===== config.mk =====
export PLATFORM = sky130hd
export DESIGN_NAME = rtc_upd_seq
export DESIGN_NICKNAME = d
export VERILOG_FILES = /design/src/rtl/rtc_upd_pkg.sv /design/src/rtl/rtc_upd_fsm.sv /design/src/rtl/rtc_upd_flag.sv /design/src/rtl/rtc_upd_seq.sv
export SDC_FILE = /design/constraint.sdc
export NUM_CORES = 1
export LEC_CHECK = 0
export ABC_CLOCK_PERIOD_IN_PS = 4380
export BUFFER_PORTS_ARGS = -buffer_cell sky130_fd_sc_hd__buf_2
export CORE_UTILIZATION = 50
export DETAILED_ROUTE_END_ITERATION = 7
export PLACE_DENSITY = 0.71
export SLEW_MARGIN = 20
export SYNTH_ARGS = -nofsm -noshare
export SYNTH_HDL_FRONTEND = slang
export SYNTH_HIERARCHICAL = 1
export SYNTH_SLANG_ARGS = --single-unit

===== constraint.sdc =====
create_clock -name clk -period 4.38 [get_ports clk]
set_clock_uncertainty 0.2 [all_clocks]
set_input_delay 0.876 -clock clk [delete_from_list [all_inputs] [get_ports clk]]
set_output_delay 0.876 -clock clk [all_outputs]
set_load 0.005 [all_outputs]

===== src/rtl/rtc_upd_pkg.sv =====
package rtc_upd_pkg;

    typedef enum logic [1:0] {
        ST_IDLE   = 2'd0,
        ST_GUARD  = 2'd1,
        ST_UPDATE = 2'd2,
        ST_DONE   = 2'd3
    } upd_state_e;

    typedef struct packed {
        logic busy;
        logic strobe;
        logic ended;
    } upd_evt_t;

    function automatic int unsigned cnt_width(input int unsigned a, input int unsigned b);
        int unsigned m;
        m = (a > b) ? a : b;
        return (m < 2) ? 1 : $clog2(m);
    endfunction

endpackage


===== src/rtl/rtc_upd_fsm.sv =====
module rtc_upd_fsm
    import rtc_upd_pkg::*;
#(
    parameter int unsigned GUARD_EN = 244,
    parameter int unsigned UPD_EN   = 248
) (
    input  logic       clk,
    input  logic       rst,
    input  logic       tick_i,
    input  logic       en_i,
    input  logic       hold_i,
    output upd_state_e state_o,
    output upd_evt_t   evt_o
);
    localparam int unsigned CW = cnt_width(GUARD_EN, UPD_EN);
    localparam logic [CW-1:0] G_LAST = CW'(GUARD_EN - 1);
    localparam logic [CW-1:0] U_LAST = CW'(UPD_EN - 1);

    upd_state_e    state_q, state_d;
    logic [CW-1:0] cnt_q, cnt_d;
    logic          strobe_q, strobe_d;
    logic          ended;

    always_comb begin
        state_d  = state_q;
        cnt_d    = cnt_q;
        strobe_d = 1'b0;
        ended    = 1'b0;
        unique case (state_q)
            ST_IDLE: begin
                if (tick_i && !hold_i) begin
                    state_d = ST_GUARD;
                    cnt_d   = '0;
                end
            end
            ST_GUARD: begin
                if (hold_i) begin
                    state_d = ST_IDLE;
                    cnt_d   = '0;
                end else if (en_i) begin
                    if (cnt_q == G_LAST) begin
                        state_d  = ST_UPDATE;
                        cnt_d    = '0;
                        strobe_d = 1'b1;
                    end else begin
                        cnt_d = cnt_q + 1'b1;
                    end
                end
            end
            ST_UPDATE: begin
                if (en_i) begin
                    if (cnt_q == U_LAST) begin
                        state_d = ST_DONE;
                        cnt_d   = '0;
                        ended   = 1'b1;
                    end else begin
                        cnt_d = cnt_q + 1'b1;
                    end
                end
            end
            ST_DONE: state_d = ST_IDLE;
            default: state_d = ST_IDLE;
        endcase
    end

    always_ff @(posedge clk) begin
        if (rst) begin
            state_q  <= ST_IDLE;
            cnt_q    <= '0;
            strobe_q <= 1'b0;
        end else begin
            state_q  <= state_d;
            cnt_q    <= cnt_d;
            strobe_q <= strobe_d;
        end
    end

    assign state_o      = state_q;
    assign evt_o.busy   = (state_q == ST_GUARD) || (state_q == ST_UPDATE);
    assign evt_o.strobe = strobe_q;
    assign evt_o.ended  = ended;

endmodule


===== src/rtl/rtc_upd_flag.sv =====
module rtc_upd_flag (
    input  logic clk,
    input  logic rst,
    input  logic set_i,
    input  logic clr_i,
    input  logic ie_i,
    output logic flag_o,
    output logic irq_o
);
    logic flag_q;

    always_ff @(posedge clk) begin
        if (rst)        flag_q <= 1'b0;
        else if (set_i) flag_q <= 1'b1;
        else if (clr_i) flag_q <= 1'b0;
    end

    assign flag_o = flag_q;
    assign irq_o  = flag_q & ie_i;

endmodule


===== src/rtl/rtc_upd_seq.sv =====
module rtc_upd_seq
    import rtc_upd_pkg::*;
#(
    parameter int unsigned GUARD_EN = 244,
    parameter int unsigned UPD_EN   = 248
) (
    input  logic clk,
    input  logic rst,
    input  logic sec_tick,
    input  logic base_en,
    input  logic hold_upd,
    input  logic ended_ie,
    input  logic flag_clr,
    output logic uip_o,
    output logic upd_strobe_o,
    output logic upd_flag_o,
    output logic upd_irq_o
);
    upd_state_e state;
    upd_evt_t   evt;

    rtc_upd_fsm #(
        .GUARD_EN(GUARD_EN),
        .UPD_EN  (UPD_EN)
    ) fsm_i (
        .clk    (clk),
        .rst    (rst),
        .tick_i (sec_tick),
        .en_i   (base_en),
        .hold_i (hold_upd),
        .state_o(state),
        .evt_o  (evt)
    );

    rtc_upd_flag flag_i (
        .clk   (clk),
        .rst   (rst),
        .set_i (evt.ended),
        .clr_i (flag_clr),
        .ie_i  (ended_ie),
        .flag_o(upd_flag_o),
        .irq_o (upd_irq_o)
    );

    assign uip_o        = evt.busy;
    assign upd_strobe_o = evt.strobe;

endmodule


# == Yosys cells after proc, flatten, opt, wreduce, memory -nomap -nowiden ==
# Cells that the tools add are included.
# word_totals
ff_bits,12
input_bits,7
wordCells,47
# op_classes
n_addsub,1
n_eq_ne,10
muxes,20
n_bitwise,3
reduce_logical,9
# op_table
cell,n
two-way mux 8 bit,6
one-hot mux 8 bit (3 select lines),1
"equality test 8 bit, second input constant",2
two-way mux 2 bit,6
"adder 8 x 1 -> 8 bit, second input constant",1
one-hot mux 2 bit (4 select lines),1
two-way mux 1 bit,6
AND reduction 5 bit,1
"equality test 2 bit, second input constant",2
"!= test 2 x 1 -> 1 bit, second input constant",2
AND reduction 4 bit,1
OR reduction 4 bit,1
"!= test 3 x 2 -> 1 bit, second input constant",1
"!= test 3 bit, second input constant",1
nonzero test 3 bit,1
"equality test 2 x 1 -> 1 bit, second input constant",1
zero test 2 bit,1
"!= test 2 bit, second input constant",1
NOT 1 bit,2
nonzero test 2 bit,1
AND 1 bit,1
logical AND 1 bit,1
zero test 1 bit,1
logical OR 1 bit,1

# == Longest topological paths before layout ==
# depth
ltp_word,5
ltp_mapped,8
depth_no_buf,7

# == By module ==
# The synthesis kept the hierarchy.
# modules_own_cells
module,n_inst,cells_each,area_each_um2
rtc_upd_fsm,1,99,750.7
rtc_upd_flag,1,5,45.0

# == Worst setup path after synthesis ==
# No wires, ideal clock.
# synth_path
kind,input to register
start,input hold_upd
end,register fsm_i.cnt_q[2]
arrival_time_ns,1.873
slack_ns,2.238
stages,6
cell_sequence,or2b_2 a21oi_1 or2_1 clkbuf_2 o21ai_0 a21oi_1
# synth_between
elab_chain_cells,4
word_cells_on_any_way,7
# synth_lines
item,line_no,rtl
start: declaration,rtc_upd_seq.sv:11,"input logic hold_upd,"
zero test 1 bit,rtc_upd_fsm.sv:31,if (tick_i && !hold_i) begin
logical AND 1 bit,rtc_upd_fsm.sv:31,
!= test 2 x 1 -> 1 bit (no source line),n/a,
AND reduction 4 bit (no source line),n/a,
end signal: assignment,rtc_upd_fsm.sv:73,cnt_q <= cnt_d;
end: declaration,rtc_upd_fsm.sv:20,"logic [CW-1:0] cnt_q, cnt_d;"
# Several ways; a longest one is shown, not always the timed one.
# A chain may end at the register's enable or synchronous reset.

# == Final worst setup path ==
# layout_path
start,input hold_upd
end,register fsm_i.cnt_q[7]
# The elaborated chain is that of the path after synthesis.

==> flow_summary_export.csv <==
group,metric,value,unit
status,status,"finished, final reports clean",
detailed_routing,drc_errors,0,
die,core-area,0.00149,sq mm
global_routing,grt_overflow_total,0,
worst_setup_path,cp_slowest_stage_delay,0.66,ns
min_path,min_to,"fsm_i/cnt_q[1]$_SDFFE_PP0P_",
synth,yosysMostFrequentCell,"nand3_1",
global_routing,grt_pass1_wl,2870,microns
timing,min_period_over_period,0.546,
layout,area_growth,6.76,%
detailed_routing,drt_first_pass_iters,5,
synth,syn_inst,104,
worst_setup_path,worstSetupPathType,"input port to register",
synth,synth_area_per_cell,7.65,sq um
power_and_ir_drop,p_sw_frac,0.289,
worst_setup_path,slowest_stage,"a31oi_1",
detailed_routing,wl_met1,816,microns
worst_setup_path,worstPathArrival,2.39,ns
flow_run,max_cap_viol_count,0,
timing,rsz0062_at_grt,"no",
timing,setup_violations,0,
timing,slew_headroom,0.434,
detailed_routing,drt_wl_total,1760,microns
min_path,min_path_cells,2,
placement,numPortBuffers,10,
synth,yosys-top-cells-area,"dfxtp_1 30%, nand3_1 8.8%, ha_1 6.3%",
power_and_ir_drop,p_leak,0.302,nW
synth,synth_edf_count,0,
clock_tree,ctsHoldBuffers,0,
worst_setup_path,crit_fanout,11,
layout,layout.nets,125,
placement,dp_hpwl,1290,microns
synth,ys_ff_latch,12,
power_and_ir_drop,seqPwrFrac,0.512,
clock_tree,clk_latency,0.27,ns
layout,n_antenna_cell,0,
clock_tree,cts.reportedPaths.clkPinSlew,0.07,ns
clock_tree,cts_resized,0,
power_and_ir_drop,power_density,262,mW/mm^2
clock_tree,cts-buffers-inserted,3,
synth,yosys_warnings,6,
synth,synthArstFlopShare,0,
timing,final_max_slew_viol_count,0,
worst_setup_path,reg2reg_depth,6,
die,dieHeight,41.9,microns
power_and_ir_drop,clkPwrFrac,0.295,
detailed_routing,antenna_left,0,
timing,fin_ws,1.99,ns
global_routing,grt_start_max_net_pins,13,
placement,post-place-ws,1.73,ns
synth,syn-cell-area,796,sq um
die,start_util,0.534,
timing,fmax,418,MHz
worst_setup_path,crit_family,"compound AO/OA/AOI/OAI gates",
clock_tree,clock_path_buffers,2,
worst_setup_path,cp_common_cell,"a31oi_1",
worst_setup_path,r2r_slack,2.04,ns
layout,drive_above_1_share,0.196,
min_path,hp-class,"register to register",
die,dieArea,0.00176,sq mm
timing,fin_crit,2.39,ns
timing,worst_pin_slew,0.845,ns
placement,globalplace.congestion,0.933,
detailed_routing,drt-wirelength-per-cell,13.7,microns
die,rows,14,
detailed_routing,drt-initial-drc-count,22,
placement,dp_cells,125,
clock_tree,cts_tree,"yes",
synth,synthTopCellsByCount,"14 x nand3_1, 12 x dfxtp_1, 12 x nand2_1",
synth,yosysUniqueCellTypes,34,
synth,seq_area_frac_synth,0.302,
power_and_ir_drop,p_comb_frac,0.193,
clock_tree,post-cts-setup-buffers,0,
worst_setup_path,cp.required,4.38,ns
worst_setup_path,path_buf_inv,1,
clock_tree,cts-root-buf,"clkbuf_4",
clock_tree,cts_sinks,12,
die,io-pin-count,11,
power_and_ir_drop,p_int,158,uW
worst_setup_path,cp-end-kind,"register",
detailed_routing,wl_met2,804,microns
synth,synth_fp_nets,115,
global_routing,grt_pass1_vias,675,
global_routing,antenna_found_initial,0,
layout,fillers,146,
min_path,min-delay-start,"fsm_i/cnt_q[1]$_SDFFE_PP0P_",
timing,hold_viol_final,0,
detailed_routing,topRoutingLayerUsed,"met3",
worst_setup_path,r2r-start,"fsm_i/state_o[0]$_SDFFE_PP0P_",
die,fp.dieW,41.9,microns
power_and_ir_drop,power.switching,64.3,uW
clock_tree,cts_max_level,1,
timing,finalSetupTns,0,ns
detailed_routing,viasPerCell,6.24,
detailed_routing,met3WireLength,134,microns
synth,synthFlopType,"dfxtp_1",
worst_setup_path,r2r_end,"fsm_i/cnt_q[7]$_SDFFE_PP0P_",
detailed_routing,via_count,799,
global_routing,grt.total_usage,0.213,
synth,netlist.area_leader.share,0.302,
power_and_ir_drop,ir_worst_vdd,0.000164,V
layout,stdcell_count,128,
worst_setup_path,path_cells,"buf_2 -> and2b_1 -> o21ai_0 -> a31oi_1 -> o211ai_1 -> a31oi_1",
worst_setup_path,startpoint_type,"input port",
synth,yosys.area.top_type,"dfxtp_1",
[routing by layer]
layer / GRT usage / vias to the layer above
li1: - / 392
met1: 0.268 / 375
met2: 0.347 / 32
met3: 0.0826 / 0
met4: 0.0387 / 0
met5: 0 / -
[layout by cell type, fill, tap and decap left out, drive strengths merged, types with 3 or more instances in the layout]
cell,count
nor2,9
a31oi,7
clkbuf,3
or2,3
nand3,14
a21oi,8
ha,4
buf,10
or2b,3
nand2,13
dfxtp,12
inv,5
[state kept, by name, summed over array words and instances, names as in the netlist, named ones only]
register and flops:
flag_i/flag_o 1, fsm_i/cnt_q 8, fsm_i/strobe_q 1, fsm_i/state_o 1
[worst reg2reg max path, cell delays in order (launching register included)]
cell	delay, ns
dfxtp_1	0.42
inv_1	0.10
ha_1	0.35
o21ai_0	0.15
a31oi_1	0.66
o211ai_1	0.19
a31oi_1	0.20
[cells by family after synthesis]
logic type / count (synthesis) / share of synthesized area
simple gates: 54 / 0.365
flops: 12 / 0.302
buf+inv: 10 / 0.0723
compound gates: 23 / 0.186
fa+ha+maj: 4 / 0.0629
mux: 1 / 0.0126
[metrics by stage]
step                power [mW]  utilization  instance area, sq um  hold WS [ns]
detailed placement       0.158        0.555                   827         0.294
floorplan                0.147            -                   796         0.246
global route             0.234        0.571                   850         0.316
global placement         0.157        0.555                   827         0.265
CTS                      0.225        0.571                   850         0.303
finish                   0.223        0.571                   850         0.296
[layout make-up]
cell class              instances  area (sq um)  share of cell area
multi-input cells              82           498               0.586
clock buffers                   3          22.5              0.0265
inverters                       5          18.8              0.0221
repair buffers                 10          50.0              0.0589
flip-flops and latches         12           240               0.283
well taps                      16          20.0              0.0236
[worst max path at each step]
stage / start / endpoint / slack, ns / depth (start not counted)
finish: hold_upd / fsm_i/cnt_q[7]$_SDFFE_PP0P_ / 1.99 / 6
global route: hold_upd / fsm_i/cnt_q[6]$_SDFFE_PP0P_ / 1.89 / 6
floorplan: hold_upd / fsm_i/cnt_q[2]$_SDFFE_PP0P_ / 2.24 / 6
global placement: hold_upd / fsm_i/cnt_q[3]$_SDFFE_PP0P_ / 1.79 / 6
detailed placement: hold_upd / fsm_i/cnt_q[7]$_SDFFE_PP0P_ / 1.73 / 6
CTS: hold_upd / fsm_i/cnt_q[7]$_SDFFE_PP0P_ / 2.00 / 6
[power by group through the flow]
| stage | clock, mW | combinational [mW] | sequential, mW |
|---|---|---|---|
| 2_1_floorplan | 0 | 0.0312 | 0.115 |
| 3_3_place_gp | 0 | 0.0408 | 0.116 |
| 3_5_place_dp | 0 | 0.0416 | 0.116 |
| 4_1_cts | 0.0688 | 0.0422 | 0.114 |
| 5_1_grt | 0.0739 | 0.0467 | 0.114 |
| 6_report | 0.0657 | 0.0429 | 0.114 |
No activity file was read; power rests on OpenSTA's default activity.
